<file path="config.mk">
export PLATFORM = sky130hd
export DESIGN_NAME = dacPairLatch
export DESIGN_NICKNAME = d
export VERILOG_FILES = /design/src/rtl/dacLatchPkg.sv /design/src/rtl/dacLatchCtrl.sv /design/src/rtl/dacLatchPath.sv /design/src/rtl/dacPairLatch.sv
export SDC_FILE = /design/constraint.sdc
export NUM_CORES = 1
export LEC_CHECK = 0
export BUFFER_PORTS_ARGS = -buffer_cell sky130_fd_sc_hd__buf_2
export CAP_MARGIN = 20
export CELL_PAD_IN_SITES_DETAIL_PLACEMENT = 0
export CELL_PAD_IN_SITES_GLOBAL_PLACEMENT = 1
export CORE_ASPECT_RATIO = 0.7
export CORE_MARGIN = 5
export CORE_UTILIZATION = 39
export DETAILED_ROUTE_END_ITERATION = 7
export PLACE_DENSITY = 0.73
export SLEW_MARGIN = 20
export SYNTH_ARGS = -nofsm -noshare
export SYNTH_HDL_FRONTEND = slang
export SYNTH_SLANG_ARGS = --single-unit
</file>
<file path="constraint.sdc">
create_clock -name clk -period 1.6 [get_ports clk]
set_input_delay 0.48 -clock clk [delete_from_list [all_inputs] [get_ports clk]]
set_output_delay 0.48 -clock clk [all_outputs]
set_load 0.03 [all_outputs]
</file>
<file path="src/rtl/dacLatchPkg.sv">
package dacLatchPkg;
  // strobes from the control to the datapath
  typedef struct packed {
    logic enRise;  // rising-edge capture and transfer allowed
    logic enFall;  // falling-edge capture allowed
  } latchCtl_t;
endpackage

</file>
<file path="src/rtl/dacLatchCtrl.sv">
module dacLatchCtrl
  import dacLatchPkg::*;
(
  input  logic      clk,
  input  logic      rstN,
  input  logic      csIn,
  input  logic      pdIn,
  output latchCtl_t ctl,
  output logic      updStrobe
);
  // registered gate: 1 freezes the internal latch clock high
  logic holdReg;

  always_ff @(posedge clk or negedge rstN) begin
    if (!rstN) begin
      holdReg   <= 1'b1;
      updStrobe <= 1'b0;
    end else begin
      // transfer at this edge uses the gate state from before it
      updStrobe <= !holdReg;
      holdReg   <= csIn | pdIn;
    end
  end

  always_comb begin
    ctl.enRise = !holdReg;
    ctl.enFall = !holdReg;
  end
endmodule

</file>
<file path="src/rtl/dacLatchPath.sv">
module dacLatchPath
  import dacLatchPkg::*;
#(
  parameter int DW = 12
) (
  input  logic          clk,
  input  logic          rstN,
  input  latchCtl_t     ctl,
  input  logic [DW-1:0] dataIn,
  output logic [DW-1:0] out1,
  output logic [DW-1:0] out2
);
  logic [DW-1:0] ch1Lat;
  logic [DW-1:0] ch2Lat;

  // channel 2 capture on the falling edge
  always_ff @(negedge clk or negedge rstN) begin
    if (!rstN)           ch2Lat <= '0;
    else if (ctl.enFall) ch2Lat <= dataIn;
  end

  // channel 1 capture and pair transfer on the rising edge
  always_ff @(posedge clk or negedge rstN) begin
    if (!rstN) begin
      ch1Lat <= '0;
      out1   <= '0;
      out2   <= '0;
    end else if (ctl.enRise) begin
      out1   <= ch1Lat;
      out2   <= ch2Lat;
      ch1Lat <= dataIn;
    end
  end
endmodule

</file>
<file path="src/rtl/dacPairLatch.sv">
module dacPairLatch
  import dacLatchPkg::*;
#(
  parameter int DW = 12
) (
  input  logic          clk,
  input  logic          rstN,
  input  logic          csIn,
  input  logic          pdIn,
  input  logic [DW-1:0] dataIn,
  output logic [DW-1:0] chan1Code,
  output logic [DW-1:0] chan2Code,
  output logic          updStrobe
);
  latchCtl_t ctl;

  dacLatchCtrl uCtrl (
    .clk(clk), .rstN(rstN), .csIn(csIn), .pdIn(pdIn),
    .ctl(ctl), .updStrobe(updStrobe)
  );

  dacLatchPath #(.DW(DW)) uPath (
    .clk(clk), .rstN(rstN), .ctl(ctl), .dataIn(dataIn),
    .out1(chan1Code), .out2(chan2Code)
  );
endmodule

</file>
# Word level (Yosys, flattened, before mapping)

Index checks and enable logic that the tools add are counted.
W data, S select, Z words.

Equal/unequal tests: 0
Div/mod/pow operators: 0
$mul: 0
Bitwise logic cells: 1
Muxes and demuxes: 0
Shifts and indexed selects: 0
Reductions and logical operators: 1
$add $sub $neg: 0
Order comparisons: 0

Operators with widths:

| operator         | number |
|---|---|
| $logic_not A1 Y1 | 1 |
| $or A1 B1 Y1     | 1 |

Bits in latches: 0
Output and inout port bits: 25
Register bits after elaboration: 50
Logic and storage cells: 8
Memory bits (writable): 0
Memories: 0
Memory bits (read-only): 0
Input port bits: 16

# Longest topological paths before layout

Gate-level depths: netlist (run 1).

Word-level depth: 1
Depth in mapped cells: 3

# Hierarchy

Synthesis (run 1) repeated with hierarchy kept, for this count alone.

Cells, all modules: 106
Area total of the unflattened synthesis: 2,001.9 um2

Modules (own cells, without submodules):

| module       | times used | sequential area each (um2) | cells an instance | area an instance (um2) |
|---|---|---|---|---|
| dacLatchPath | 1          | 1,201.2                    | 101               | 1,933.1 |
| dacLatchCtrl | 1          | 51.3                       | 5                 | 68.8 |

==> flow_metrics.py, run 1 <==
metrics = {
    "logic_synthesis": {
        "synth_top_area_share_pct": 49.2,
        "ys_ff_latch": 50,
        "yosys_warnings": 0,
        "synthTopCellsByArea": "dfrtp_1 (49%), mux2_2 (23%), dfrtn_1 (16%)",
        "syn_inst": 105,
        "synth_fp_nets": 121,
        "synth_top_cell_by_area": "dfrtp_1",
        "synth_seq_area_share_pct": 66.6,
        "syn_area_um2": 1880,
        "syn_avg_cell_area_um2": 17.9,
        "synth_cell_types": 9,
    },
    "clock_network": {
        "clk_pin_slew_ns": 0.09,
        "clockRootBuffer": "clkbuf_8",
        "cts_max_level": 2,
        "clock_path_buffers": 2,
        "clkSinkCount": 50,
        "cts_tree": "yes",
        "hold_buffers": 0,
        "clkLatencyLatePin_ns": 0.30,
        "numCtsBuffers": 5,
    },
    "floorplanning": {
        "rows": 21,
        "start_util_pct": 39.8,
        "die-area_um2": 6340,
        "die-width_um": 93.0,
        "core-area_um2": 4730,
        "die_h_um": 68.1,
        "ios": 41,
    },
    "routing": {
        "drc": 0,
        "vias": 1031,
        "ant_nets": 0,
        "routedWlPerCell_um": 15.5,
        "first_pass_iters": 4,
        "drt_iter0_drc": 17,
        "vias_per_cell": 4.67,
        "route.final.wire_length_um": 3420,
    },
    "global_route": {
        "grt_pass1_vias": 1138,
        "grt_first_pass_wirelength_um": 5750,
        "antenna_found_initial": 0,
        "gr-total-overflow": 0,
        "grtUsageTotal_pct": 12.2,
        "grt_start_max_net_pins": 43,
    },
    "final_layout": {
        "regArea_um2": 1250,
        "mostFrequentLayoutCells": "buf_2 (40), dfrtp_1 (37), mux2_4 (29)",
        "area_growth_pct": 30.1,
        "mostFrequentLayoutCell": "buf_2",
        "layout-drive-gt1-share_pct": 68.9,
        "nets": 179,
        "multi_input_area_um2": 656,
        "diodes": 0,
        "fillers": 408,
    },
    "worst_setup_path": {
        "crit_required_ns": 0.94,
        "worstPathMaxFanout": 11,
        "cp-end-kind": "flip-flop",
        "cp.arrival_ns": 1.32,
        "critical_path.startpoint_type": "flip-flop",
        "path_class": "reg2reg",
    },
    "sta": {
        "tns_ns": -4.43,
        "finalSetupViolCount": 12,
        "layout_setup_ws_ns": -0.380,
        "finalMaxSlewViolations": 0,
        "clock_skew_ns": 0.00701,
        "hold_viol": 0,
        "relSlewSlack_pct": 85.1,
        "worst_slew_pin_slew_ns": 0.224,
        "rsz0062_at_grt": "true",
    },
    "min_path": {
        "hp-class": "in2async",
    },
    "outcome": {
        "violations": "setup timing",
        "status": "complete, but fails checks",
    },
    "pwr": {
        "ir_drop_mv": 0.592,
        "p_leak_uw": 0.00123,
        "p_per_area_nw_per_um2": 1340,
    },
    "placement": {
        "io_buffers": 40,
        "hpwl_um": 2490,
        "pre_cts_ws_ns": -0.388,
        "routabilityCongestion": 0.679,
    },
    "flow_run": {
        "max-cap-violations": 0,
    },
}
metrics by stage:
| stage | power [uW] | cell area [um^2] | util [%] | cells | hold WS [ns] |
|---|---|---|---|---|---|
| floorplan | 2240 | 1930 | - | 105 | 0.184 |
| global placement | 2510 | 2260 | 47.8 | 206 | 0.453 |
| detailed placement | 2540 | 2260 | 47.8 | 206 | 0.453 |
| CTS | 3300 | 2390 | 50.6 | 219 | 0.140 |
| global route | 3460 | 2450 | 51.8 | 221 | 0.143 |
| finish | 3290 | 2450 | 51.8 | 221 | 0.131 |
path summary, 6_finish.rpt:
| path | startpoint | endpoint | slack, ns | depth (start not counted) |
|---|---|---|---|---|
| max | uCtrl.holdReg | uPath.ch2Lat[9] | -0.38 | 2 |
| min | rstN | uPath.out1[1] | 0.13 | 2 |
| max reg2reg | uCtrl.holdReg | uPath.ch2Lat[9] | -0.38 | 2 |
| min reg2reg | uPath.ch2Lat[2] | uPath.ch2Lat[2] | 0.46 | 1 |
| max in group asynchronous | rstN | uPath.ch2Lat[5] | 0.54 | 2 |
| min in group clk | csIn | uCtrl.holdReg | 0.38 | 2 |
what timing repair did:
| item | in CTS | in global routing |
|---|---|---|
| endpoints found under the setup margin | 12 | 20 |
| buffers inserted | 5 | 2 |
| resized for setup | 1 | 11 |
state kept, by name (all words and copies together) (netlist names):
signal	flops
uCtrl.holdReg	1
uPath.out2	12
uPath.ch1Lat	12
uCtrl.updStrobe	1
uPath.out1	12
uPath.ch2Lat	12
kinds of logic (layout without fill, tap and decap cells):
group	after synthesis	in the layout	share of synthesized area, %
mux	48	48	30.5
simple gates	1	1	0.333
buf+inv	6	65	2.59
flops	50	50	66.6
synth_stat cells, drive strengths merged:
master	number
dfrtn	12
dfrtp	37
or2	1
inv	1
dfstp	1
mux2	48
buf	5
metal layers:
metal  GRT usage, %  vias up  share of wire, %
met2           18.2       34                42
li1               -      480                 -
met1           16.2      510                50
met4           5.48        0               1.7
met5              0        -                 0
met3           4.18        7               6.5
critical path: stages (launching register included):
cell and delay, ns:
dfstp_2 0.58, buf_12 0.15, mux2_4 0.30
where the power goes:
group	switching, uW	total, uW	internal (uW)
clock	391	740	349
sequential	131	1640	1510
combinational	492	912	420
cell type report:
class	instances	area share, %
timing repair buffer	56	15.3
clock inverter	1	0.204
multi-input combinational	49	26.8
inverter	1	0.153
sequential	50	51.1
tap	57	2.91
clock buffer	7	3.53
Power figures use the tool's default switching activity.
==> run 2: changes to the inputs <==
--- a/config.mk
+++ b/config.mk
@@ -14,6 +14,7 @@
 export CORE_UTILIZATION = 39
 export DETAILED_ROUTE_END_ITERATION = 7
 export PLACE_DENSITY = 0.73
+export SKIP_LAST_GASP = 1
 export SLEW_MARGIN = 20
 export SYNTH_ARGS = -nofsm -noshare
 export SYNTH_HDL_FRONTEND = slang
==> run 2 against run 1 <==
The flow still finishes with violations (setup timing). Global-route usage about the same. Power decreased by 1.1%. Register-to-register slack about the same. Wire length decreased by 1.5%. Highest routed layer unchanged. Non-clock buffer count unchanged.
==> flow_metrics.py, run 2 (synthesis gave the netlist of run 1 again) <==
metrics = {
    "clock_network": {
        "numCtsBuffers": 5,
        "clkLatencyLatePin_ns": 0.30,
        "hold_buffers": 0,
        "clock_path_buffers": 2,
        "clockRootBuffer": "clkbuf_8",
        "clkSinkCount": 50,
        "cts_max_level": 2,
        "clk_pin_slew_ns": 0.09,
        "cts_tree": "yes",
    },
    "worst_setup_path": {
        "r2r_slack_ns": -0.38,
        "crit_slowest_cell": "dfstp_2",
        "cp.arrival_ns": 1.32,
        "path_class": "reg2reg",
        "ff2ff_path_depth": 2,
        "crit_required_ns": 0.94,
        "cp-end-kind": "flip-flop",
        "critPathMaxStageDelay_ns": 0.58,
        "worstPathCellList": "buf_12 > mux2_4",
        "critical_path.startpoint_type": "flip-flop",
        "worstPathMaxFanout": 11,
    },
    "sta": {
        "relSlewSlack_pct": 85.1,
        "hold_viol": 0,
        "finalMaxSlewViolations": 0,
        "rsz0062_at_grt": "true",
        "tns_ns": -4.68,
        "worst_slew_pin_slew_ns": 0.224,
        "clock_skew_ns": 0.00678,
        "finalSetupViolCount": 20,
        "layout_setup_ws_ns": -0.380,
    },
    "global_route": {
        "grt_pass1_vias": 1137,
        "grtUsageTotal_pct": 12.2,
        "antenna_found_initial": 0,
        "gr-total-overflow": 0,
        "grt_first_pass_wirelength_um": 5750,
        "grt_start_max_net_pins": 43,
    },
    "placement": {
        "pre_cts_ws_ns": -0.388,
        "place_inst": 206,
        "routabilityCongestion": 0.679,
        "hpwl_um": 2490,
        "placed_area_um2": 2260,
        "io_buffers": 40,
    },
    "routing": {
        "ant_nets": 0,
        "drt_iter0_drc": 22,
        "first_pass_iters": 4,
        "route.final.wire_length_um": 3370,
        "vias_per_cell": 4.68,
        "routedWlPerCell_um": 15.2,
        "vias": 1034,
        "drc": 0,
    },
    "final_layout": {
        "regArea_um2": 1250,
        "diodes": 0,
        "mostFrequentLayoutCells": "buf_2 (40), dfrtp_1 (37), mux2_2 (27)",
        "post-route-util_pct": 51.0,
        "multi_input_area_um2": 626,
        "fillers": 412,
        "nets": 179,
        "layout.cells.non_filler": 221,
        "area_growth_pct": 28.1,
        "mostFrequentLayoutCell": "buf_2",
        "layout-drive-gt1-share_pct": 68.9,
        "post-route-cell-area_um2": 2410,
    },
    "floorplanning": {
        "die_h_um": 68.1,
        "die-area_um2": 6340,
        "die-width_um": 93.0,
        "ios": 41,
        "start_util_pct": 39.8,
        "rows": 21,
        "core-area_um2": 4730,
    },
    "pwr": {
        "ir_drop_mv": 0.592,
        "p_leak_uw": 0.00119,
        "p_per_area_nw_per_um2": 1350,
    },
    "min_path": {
        "hp-class": "in2async",
    },
    "outcome": {
        "violations": "setup timing",
        "status": "complete, but fails checks",
    },
    "flow_run": {
        "max-cap-violations": 0,
    },
}
==> run 2: cell types whose count changed in the layout (fill, tap and decap cells not counted) <==
| cell | previous run | this run |
|---|---|---|
| mux2_2 | 19 | 27 |
| mux2_4 | 29 | 21 |
| buf_12 | 4 | 3 |
| buf_4 | 11 | 12 |
| buf_6 | 1 | 0 |
| buf_8 | 0 | 1 |
==> run 2: critical path: cells and delay by family (launching register included) <==
kind | cells | cell delay [ns]
buffers and inverters | 1 | 0.15
flip-flops | 1 | 0.58
multiplexers | 1 | 0.30
==> run 2: report_power, final <==
group	switching (uW)	total [uW]	internal [uW]	leakage, uW
sequential	127	1630	1510	0.000584
clock	389	739	349	0.0000482
combinational	488	882	393	0.000559
==> run 2: area by class of cell <==
class | count | area share (%)
timing repair buffer | 56 | 15.2
clock inverter | 1 | 0.208
tap | 57 | 2.96
multi-input combinational | 49 | 26.0
inverter | 1 | 0.156
sequential | 50 | 52.0
clock buffer | 7 | 3.58
==> run 2: routing by layer <==
metal / part of all wire [%] / up-vias / routed length (um) / GRT usage [%]
met5: 0 / - / 0 / 0
met4: 1.8 / 0 / 59 / 5.48
met3: 6.4 / 7 / 217 / 4.18
met2: 42 / 32 / 1420 / 18.2
met1: 49 / 511 / 1660 / 16.3
li1: - / 484 / - / -
==> run 2: what timing repair did <==
| item | CTS | global route |
|---|---|---|
| setup endpoints to repair | 12 | 23 |
| gates resized for setup | 0 | 2 |
| buffers inserted | 5 | 2 |
==> run 2: stage by stage <==
step,hold WS [ns],power (uW)
after detailed placement,0.453,2540
after CTS,0.140,3300
final,0.130,3250
after global routing,0.143,3420
after global placement,0.453,2510
after floorplan,0.184,2240
==> run 2: path summary, 6_finish.rpt <==
path | from | to
max in group asynchronous | rstN | uPath.ch2Lat[5]
worst min register to register | uPath.ch2Lat[2] | uPath.ch2Lat[2]
min in group clk | csIn | uCtrl.holdReg
worst max register to register | uCtrl.holdReg | uPath.ch2Lat[9]
worst max-delay path | uCtrl.holdReg | uPath.ch2Lat[9]
worst min-delay path | rstN | uPath.out1[1]
